**src/rtl/insn_pipe3_pkg.sv**
```systemverilog
package insn_pipe3_pkg;

  // Strobes from control to the register datapath, one set per cycle.
  typedef struct packed {
    logic advance;   // shift fetch word in, PC forward
    logic flush;     // zero both stages, PC <= target
    logic holdLoad;  // copy execute word to holding register
    logic holdDrop;  // clear holding register
  } pipeStrobe_t;

  typedef enum logic {
    ST_RUN  = 1'b0,
    ST_HOLD = 1'b1
  } pipeState_t;

endpackage

```
**src/rtl/insn_cond_eval.sv**
```systemverilog
module insn_cond_eval (
  input  logic [3:0] condCode,
  input  logic [3:0] flags,
  output logic       condMet
);
  logic fN, fZ, fC, fV;
  assign fN = flags[3];
  assign fZ = flags[2];
  assign fC = flags[1];
  assign fV = flags[0];

  always_comb begin
    unique case (condCode)
      4'd0:  condMet = fZ;
      4'd1:  condMet = !fZ;
      4'd2:  condMet = fC;
      4'd3:  condMet = !fC;
      4'd4:  condMet = fN;
      4'd5:  condMet = !fN;
      4'd6:  condMet = fV;
      4'd7:  condMet = !fV;
      4'd8:  condMet = fC && !fZ;
      4'd9:  condMet = !fC || fZ;
      4'd10: condMet = (fN == fV);
      4'd11: condMet = (fN != fV);
      4'd12: condMet = !fZ && (fN == fV);
      4'd13: condMet = fZ || (fN != fV);
      4'd14: condMet = 1'b1;
      default: condMet = 1'b0;
    endcase
  end
endmodule

```
**src/rtl/insn_pipe3_ctrl.sv**
```systemverilog
module insn_pipe3_ctrl
  import insn_pipe3_pkg::*;
(
  input  logic        clk,
  input  logic        rstN,
  input  logic        ir2Zero,
  input  logic        condMet,
  input  logic        fetchAck,
  input  logic        pcWrite,
  input  logic        execMulti,
  input  logic        unitDone,
  output pipeStrobe_t strobe,
  output logic        fetchReq,
  output logic        execFire
);
  pipeState_t state, stateNext;
  logic running;

  assign running  = (state == ST_RUN);
  assign fetchReq = running;
  assign execFire = running && !ir2Zero && condMet;

  always_comb begin
    strobe.flush    = execFire && pcWrite;
    strobe.advance  = running && fetchAck && !strobe.flush;
    strobe.holdLoad = strobe.advance && execMulti && execFire;
    strobe.holdDrop = !running && unitDone;
  end

  always_comb begin
    stateNext = state;
    if (strobe.holdLoad)      stateNext = ST_HOLD;
    else if (strobe.holdDrop) stateNext = ST_RUN;
  end

  always_ff @(posedge clk) begin
    if (!rstN) state <= ST_RUN;
    else       state <= stateNext;
  end
endmodule

```
**src/rtl/insn_pipe3_dp.sv**
```systemverilog
module insn_pipe3_dp
  import insn_pipe3_pkg::*;
#(
  parameter int DATA_W   = 32,
  parameter int ADDR_W   = 32,
  parameter int PC_STEP  = 4,
  parameter int RESET_PC = 0
) (
  input  logic              clk,
  input  logic              rstN,
  input  pipeStrobe_t       strobe,
  input  logic [DATA_W-1:0] fetchData,
  input  logic [ADDR_W-1:0] pcTarget,
  output logic [ADDR_W-1:0] pc,
  output logic [DATA_W-1:0] ir2,
  output logic [DATA_W-1:0] holdReg,
  output logic              ir2Zero,
  output logic [3:0]        condCode
);
  localparam int COND_LSB = DATA_W - 4;
  localparam logic [ADDR_W-1:0] STEP  = ADDR_W'(PC_STEP);
  localparam logic [ADDR_W-1:0] PC_RST = ADDR_W'(RESET_PC);

  logic [DATA_W-1:0] ir1;

  always_ff @(posedge clk) begin
    if (!rstN) begin
      pc  <= PC_RST;
      ir1 <= '0;
      ir2 <= '0;
    end else if (strobe.flush) begin
      pc  <= pcTarget;
      ir1 <= '0;
      ir2 <= '0;
    end else if (strobe.advance) begin
      pc  <= pc + STEP;
      ir1 <= fetchData;
      ir2 <= ir1;
    end
  end

  always_ff @(posedge clk) begin
    if (!rstN)                holdReg <= '0;
    else if (strobe.holdLoad) holdReg <= ir2;
    else if (strobe.holdDrop) holdReg <= '0;
  end

  assign ir2Zero  = (ir2 == '0);
  assign condCode = ir2[COND_LSB +: 4];
endmodule

```
**src/rtl/insn_pipe3.sv**
```systemverilog
module insn_pipe3
  import insn_pipe3_pkg::*;
#(
  parameter int DATA_W   = 32,
  parameter int ADDR_W   = 32,
  parameter int PC_STEP  = 4,
  parameter int RESET_PC = 0
) (
  input  logic              clk,
  input  logic              rstN,
  input  logic [DATA_W-1:0] fetchData,
  input  logic              fetchAck,
  input  logic [3:0]        flags,
  input  logic              pcWrite,
  input  logic [ADDR_W-1:0] pcTarget,
  input  logic              execMulti,
  input  logic              unitDone,
  output logic              fetchReq,
  output logic [ADDR_W-1:0] pc,
  output logic [DATA_W-1:0] execInstr,
  output logic [DATA_W-1:0] holdInstr,
  output logic              execFire
);
  pipeStrobe_t strobe;
  logic        ir2Zero;
  logic        condMet;
  logic [3:0]  condCode;

  insn_pipe3_ctrl ctrl_i (
    .clk(clk), .rstN(rstN), .ir2Zero(ir2Zero), .condMet(condMet),
    .fetchAck(fetchAck), .pcWrite(pcWrite), .execMulti(execMulti),
    .unitDone(unitDone), .strobe(strobe), .fetchReq(fetchReq),
    .execFire(execFire)
  );

  insn_pipe3_dp #(
    .DATA_W(DATA_W), .ADDR_W(ADDR_W), .PC_STEP(PC_STEP), .RESET_PC(RESET_PC)
  ) dp_i (
    .clk(clk), .rstN(rstN), .strobe(strobe), .fetchData(fetchData),
    .pcTarget(pcTarget), .pc(pc), .ir2(execInstr), .holdReg(holdInstr),
    .ir2Zero(ir2Zero), .condCode(condCode)
  );

  insn_cond_eval cond_i (
    .condCode(condCode), .flags(flags), .condMet(condMet)
  );
endmodule

```
**config.mk**
```make
export PLATFORM = sky130hd
export DESIGN_NAME = insn_pipe3
export DESIGN_NICKNAME = d
export VERILOG_FILES = /design/src/rtl/insn_pipe3_pkg.sv /design/src/rtl/insn_cond_eval.sv /design/src/rtl/insn_pipe3_ctrl.sv /design/src/rtl/insn_pipe3_dp.sv /design/src/rtl/insn_pipe3.sv
export SDC_FILE = /design/constraint.sdc
export NUM_CORES = 1
export LEC_CHECK = 0
export ABC_AREA = 1
export BUFFER_PORTS_ARGS = -buffer_cell sky130_fd_sc_hd__buf_2
export CAP_MARGIN = 25
export CORE_MARGIN = 2
export CORE_UTILIZATION = 30
export CTS_CLUSTER_SIZE = 25
export DETAILED_ROUTE_END_ITERATION = 10
export PLACE_DENSITY = 0.59
export SLEW_MARGIN = 20
export SYNTH_ARGS = -nofsm -noshare
export SYNTH_HDL_FRONTEND = slang
export SYNTH_SLANG_ARGS = --single-unit
export TNS_END_PERCENT = 30
```
**constraint.sdc**
```tcl
create_clock -name clk -period 1.7 [get_ports clk]
set_input_delay 0.34 -clock clk [delete_from_list [all_inputs] [get_ports clk]]
set_output_delay 0.34 -clock clk [all_outputs]
set_load 0.005 [all_outputs]
```
# Word-level counts from Yosys, hierarchy flattened
# Index checks and enable logic that the tools add are counted.
[op_classes] div=0 shifts=0 n_mul=0 add_sub_neg=1 n_mux=7 eq_ne=16 bitwise=2 n_reduce_logical=23 magnitude_cmp=0
[op_table] cell="$mux W32" n=4
[op_table] cell="$add A32 B3 Y32 const B" n=1
[op_table] cell="$logic_not A32 Y1" n=1
[op_table] cell="$eq A4 B4 Y1 const B" n=7
[op_table] cell="$eq A4 B3 Y1 const B" n=4
[op_table] cell="$pmux W1 S15" n=1
[op_table] cell="$logic_and A1 B1 Y1" n=10
[op_table] cell="$eq A4 B2 Y1 const B" n=2
[op_table] cell="$logic_not A1 Y1" n=6
[op_table] cell="$eq A4 B1 Y1 const B" n=1
[op_table] cell="$logic_not A4 Y1" n=1
[op_table] cell="$reduce_bool A2 Y1" n=2
[op_table] cell="$logic_or A1 B1 Y1" n=2
[op_table] cell="$mux W1" n=2
[op_table] cell="$not A1 Y1" n=2
[op_table] cell="$reduce_or A2 Y1" n=1
[op_table] cell="$eq A1 B1 Y1" n=1
[op_table] cell="$ne A1 B1 Y1" n=1
[totals] mem_bits_rw=0 out_inout_bits=98 rom_bits=0 elab_cells=54 memories=0 reg_bits=129 latch_bits=0

# Depth between registers and ports, before layout
[depth] word_depth=10 ltp_mapped=18 mapped_depth_nobuf=15

# Hierarchy
# Synthesis repeated with hierarchy kept, for this count alone.
[unflattened] hier_cells=844 area_unflattened_um2=5796.8
[modules_own_cells] module="insn_pipe3_dp" area_per_inst_um2=5459.0 cells_each=769 n_inst=1
[modules_own_cells] module="insn_cond_eval" area_per_inst_um2=229.0 cells_each=55 n_inst=1
[modules_own_cells] module="insn_pipe3_ctrl" area_per_inst_um2=108.9 cells_each=20 n_inst=1

# Worst setup path before layout
# Ideal clock, no wire load.
[synth_path] kind="register -> register" start="register dp_i.ir2[29]" end="register dp_i.pc[29]" path_stages_with_launch=17 required_time_ps=1590 arrival_ps=1679 path_slack_ps=-89 path_buffers=3 setup_ps=110 path_cell_list="dfxtp_1 buf_2 nor2_2 nand2_1 nor2_1 nand2_1 nor2_1 nor2_1 nand3_4 nand2_4 inv_2 buf_6 buf_6 nand2_1 nand3_1 nand2_1 inv_1"
[synth_via] elab_chain_len=8 elab_cells_between_ends=25 cone_classes="eq/ne (14); mux (2); reduce/logical (9)"
[synth_rtl] item="start: declaration" line="insn_pipe3_dp.sv:15" rtl="output logic [DATA_W-1:0] ir2,"
[synth_rtl] item="start signal: assignment" line="insn_pipe3_dp.sv:38" rtl="ir2 <= ir1;"
[synth_rtl] item="branches (longest 3 deep; another with $pmux W1 S15)"
[synth_rtl] item="$logic_and A1 B1 Y1 (*)" line="insn_pipe3_ctrl.sv:21" rtl="assign execFire = running && !ir2Zero && condMet;"
[synth_rtl] item="$logic_and A1 B1 Y1 (*)" line="insn_pipe3_ctrl.sv:24" rtl="strobe.flush = execFire && pcWrite;"
[synth_rtl] item="$logic_not A1 Y1" line="insn_pipe3_ctrl.sv:25" rtl="strobe.advance = running && fetchAck && !strobe.flush;"
[synth_rtl] item="$logic_and A1 B1 Y1" line="insn_pipe3_ctrl.sv:25"
[synth_rtl] item="$reduce_bool A2 Y1 (no line)"
[synth_rtl] item="end signal: assignment" line="insn_pipe3_dp.sv:32" rtl="pc <= pcTarget;"
[synth_rtl] item="end signal: assignment" line="insn_pipe3_dp.sv:36" rtl="pc <= pc + STEP;"
[synth_rtl] item="end: declaration" line="insn_pipe3_dp.sv:14" rtl="output logic [ADDR_W-1:0] pc,"
# Every way passes the cells marked *.
# A chain may end at the register's enable or synchronous reset.

# Worst setup path in the final report
[layout_path] start="register dp_i.ir2[29]" end="output port execFire"
[layout_via] elab_chain_len=4 elab_cells_between_ends=20 cone_classes="eq/ne (14); mux (1); reduce/logical (5)"
[layout_rtl] item="branches (longest 3 deep; another with $pmux W1 S15)"
[layout_rtl] item="$logic_and A1 B1 Y1 (*)" line="insn_pipe3_ctrl.sv:21"
[layout_rtl] item="end: declaration" line="insn_pipe3.sv:22" rtl="output logic execFire"
# Marked as above.

==> impl_summary.log <==
INFO  metric status = complete, but fails checks
INFO  metric failed_checks = negative setup slack
INFO  metric synthToLayoutAreaGrowth = 69.7%
INFO  metric route.detailed.wl_per_inst = 16.2 µm
INFO  metric setup-tns-final = -44.32 ns
INFO  metric synthesis_warnings = 0
INFO  metric final_min_period_over_clock_period = 127%
INFO  metric start_kind = flip-flop
INFO  metric tritoncts = yes
INFO  metric regToRegSetupSlack = -0.45 ns
INFO  metric core_area = 19300 µm²
INFO  metric synth_largest_area_cell = sky130_fd_sc_hd__dfxtp_1
INFO  metric cts_max_path_buffers = 2
INFO  metric globalRoute.totalOverflow = 0
INFO  metric grt_usage = 21.9%
INFO  metric synthesis.area_per_instance = 7.00 µm²
INFO  metric place.detailed.hpwl = 14600 µm
INFO  metric clock_latency = 0.42 ns
INFO  metric filler_cell_count_in_the_final_layout = 1880
INFO  metric synth_seq_area_share = 43.9%
INFO  metric vias = 6831
INFO  metric initial_detailed_routing_violation_count = 350
INFO  metric ctsHtreeMaxLevel = 4
INFO  metric cts.root.buffer_cell = sky130_fd_sc_hd__clkbuf_16
INFO  metric min_period = 2.16 ns
INFO  metric nNetsFinal = 1215
INFO  metric post_drt_via_cell_ratio = 4.81
INFO  metric final_max_slew_viol_count = 0
INFO  metric reg2reg_to = dp_i.pc[25]
INFO  metric grt_pass1_wl = 34600 µm
INFO  metric finClkSkew = 0.0111 ns
INFO  metric fp.dieW = 144 µm
INFO  metric critical_path.most_common_cell = sky130_fd_sc_hd__buf_6
INFO  metric worst_pin_slew = 0.388 ns
INFO  metric starting_density_of_the_core = 30.4%
INFO  metric critPathRequiredTime = 1.36 ns
INFO  metric synth_top_area_share = 43.9%
INFO  metric critical-path-max-stage-delay = 0.36 ns
INFO  metric path_cells = buf_6 -> nor2_4 -> buf_6 -> nand2_2 -> nor2_2 -> nand2_1 -> o21ai_2 -> a21oi_2 -> buf_4 -> buf_6
INFO  metric r2r_cells = 17
INFO  metric worstPathMaxFanout = 5
INFO  metric initial_antenna_violation_count = 3
INFO  metric finalHoldViolCount = 0
INFO  metric post_synth_instance_area = 5880 µm²
INFO  metric rr_startpoint = dp_i.ir2[29]
INFO  metric mappedNetlistNets = 915
INFO  metric post_synth_main_area_contributors = sky130_fd_sc_hd__dfxtp_1 44%, sky130_fd_sc_hd__nand2_1 10%, sky130_fd_sc_hd__nand3_1 9.3%
INFO  metric setup-violations-final = 129
INFO  metric top_level_ports = 172
INFO  metric clk_pin_slew = 0.06 ns
INFO  metric timing.fmax = 0.463 GHz
INFO  metric path_delay_family = buffers and inverters
INFO  metric ratio_of_cells_with_drive_above_1_in_the_final_layout = 47.3%
INFO  metric timing.critical_path.arrival = 1.82 ns
INFO  metric cts.sink_count = 129
INFO  metric crit_buf_inv = 4
INFO  metric hold_path_end = dp_i.ir1[27]
INFO  metric hp-start = fetchData[27]
INFO  metric yosys_register_bits = 129
INFO  metric total_leakage_power = 4.76 nW
INFO  metric regArea = 2600 µm²
INFO  metric postSynthCellCount = 840
INFO  metric placement.io_buffers = 171
INFO  metric finalWeightedCongestion = 0.909
INFO  metric grt_max_degree = 42
INFO  metric worst_setup_path_end_kind = output port
INFO  metric setup.worst_path.class = reg -> out
INFO  metric first_global_vias = 6447
INFO  metric die-area = 20700 µm²
INFO  metric post-route-cell-area = 9980 µm²
INFO  metric crit_slowest_cell = sky130_fd_sc_hd__dfxtp_4
INFO  metric placedInstanceArea = 7830 µm²
INFO  metric multiInputGateArea = 3560 µm²
INFO  metric ctsHoldBuffers = 0
INFO  metric cellPowerDensity = 1050 nW/µm²
INFO  metric min_path_cells = 3
INFO  metric route.antenna.remaining_nets = 0
INFO  metric timing.slew.headroom = 73.9%
INFO  metric chipHeight = 144 µm
INFO  metric drt_wl_total = 23000 µm
INFO  metric largest_voltage_drop_on_the_vdd_net = 733 µV
INFO  metric cts_buffers = 17
INFO  metric num_rows = 51
INFO  metric drt-pass1-iter-count = 5
INFO  metric hold_path.class = in -> reg
INFO  metric setup_repair_after_global_routing_missed_its_margin = true
INFO  metric post_synth_num_cell_types = 28
INFO  metric finalWorstSetupSlack = -0.461 ns
INFO  metric drv.max_cap_violation_count = 0
INFO  metric drc_errors = 0
where the power goes:
part / internal (mW) / switching [mW] / total [mW]
Clock: 2.18 / 1.45 / 3.62
Sequential: 3.32 / 0.207 / 3.53
Combinational: 1.62 / 1.70 / 3.32
Total: 7.12 / 3.36 / 10.5
area by class of cell:
| class | count | share of cell area (%) |
|---|---|---|
| clock buffer | 18 | 4.30 |
| inverter | 75 | 3.11 |
| timing repair buffer | 329 | 26.1 |
| antenna | 3 | 0.0752 |
| multi-input combinational | 588 | 35.6 |
| tap | 265 | 3.32 |
| sequential | 129 | 26.0 |
| clock inverter | 14 | 1.50 |
through the flow:
| step | instances | hold slack (ns) | setup slack, ns | utilization, % | power (mW) |
|---|---|---|---|---|---|
| floorplan | 840 | 0.429 | -0.0483 | - | 4.65 |
| global placement | 1341 | 0.439 | -0.333 | 40.5 | 5.73 |
| detailed placement | 1341 | 0.444 | -0.309 | 40.5 | 5.75 |
| CTS | 1419 | 0.140 | -0.389 | 50.2 | 10.4 |
| global route | 1421 | 0.152 | -0.561 | 51.6 | 11.0 |
| finish | 1421 | 0.154 | -0.461 | 51.6 | 10.5 |
tightest hold or removal path: stages:
cell	delay, ns
sky130_fd_sc_hd__buf_2	0.08
sky130_fd_sc_hd__o21ai_2	0.05
sky130_fd_sc_hd__nor2_1	0.07
synthesized netlist by cell type, drive strengths merged:
cell    count
nand2     163
dfxtp     129
nand3     110
nor2      104
a21oi      81
inv        74
o21ai      72
buf        28
clkbuf     20
xnor2      15
nor3       13
xor2       12
nand4       8
nor4        4
and3        2
or2         2
clkinv      1
ha          1
o211ai      1
kinds of logic (layout without fill, tap and decap cells):
family / Yosys count / count (layout) / synth area share (%)
simple gates: 406 / 406 / 29.6
compound gates: 154 / 154 / 13.1
flops: 129 / 129 / 43.9
buf+inv: 123 / 436 / 9.10
xor+xnor: 27 / 27 / 4.02
fa+ha+maj: 1 / 1 / 0.213
other cells: 0 / 3 / 0
metal layers:
layer	GRT usage (%)	share of wire [%]	vias to the layer above
li1	-	-	3371
met1	29.0	44	3199
met4	9.60	3.0	0
met3	3.91	5.1	48
met2	35.1	48	213
met5	0	0	-
repair_timing:
action	CTS	global route
pin swaps	33	44
cloned	16	4
gates resized for setup	213	109
buffers inserted	31	6
endpoints found under the setup margin	130	130
cell usage in the layout, fill, tap and decap left out, types with 13 or more instances in the layout:
| cell type | instances |
|---|---|
| sky130_fd_sc_hd__nand3_1 | 70 |
| sky130_fd_sc_hd__nor2_2 | 13 |
| sky130_fd_sc_hd__nor2_1 | 86 |
| sky130_fd_sc_hd__o21ai_1 | 18 |
| sky130_fd_sc_hd__o21ai_0 | 18 |
| sky130_fd_sc_hd__buf_2 | 171 |
| sky130_fd_sc_hd__buf_6 | 19 |
| sky130_fd_sc_hd__a21oi_1 | 52 |
| sky130_fd_sc_hd__inv_1 | 68 |
| sky130_fd_sc_hd__nand2_2 | 28 |
| sky130_fd_sc_hd__xnor2_1 | 15 |
| sky130_fd_sc_hd__o21ai_2 | 33 |
| sky130_fd_sc_hd__nand2_1 | 114 |
| sky130_fd_sc_hd__a21oi_2 | 28 |
| sky130_fd_sc_hd__nand3_2 | 36 |
| sky130_fd_sc_hd__buf_4 | 103 |
| sky130_fd_sc_hd__clkbuf_16 | 21 |
| sky130_fd_sc_hd__dfxtp_1 | 125 |
| sky130_fd_sc_hd__nand2_4 | 20 |
| sky130_fd_sc_hd__buf_12 | 17 |
flip-flops by register name, indices dropped and copies added (netlist names):
signal,count
dp_i.pc,32
dp_i.ir2,32
ctrl_i.state,1
dp_i.ir1,32
dp_i.holdReg,32
worst max path at each step:
stage          slack [ns]  cells past startpoint            to    startpoint
6_report            -0.46                     10      execFire  dp_i.ir2[29]
4_1_cts             -0.39                      9      execFire  dp_i.ir2[29]
3_3_place_gp        -0.33                     15   dp_i.pc[23]  dp_i.ir2[31]
3_5_place_dp        -0.31                     15  dp_i.ir2[17]      flags[3]
2_1_floorplan       -0.05                     18   dp_i.pc[29]  dp_i.ir2[31]
5_1_grt             -0.56                     17   dp_i.pc[23]  dp_i.ir2[29]
No activity file was read; power rests on OpenSTA's default activity.
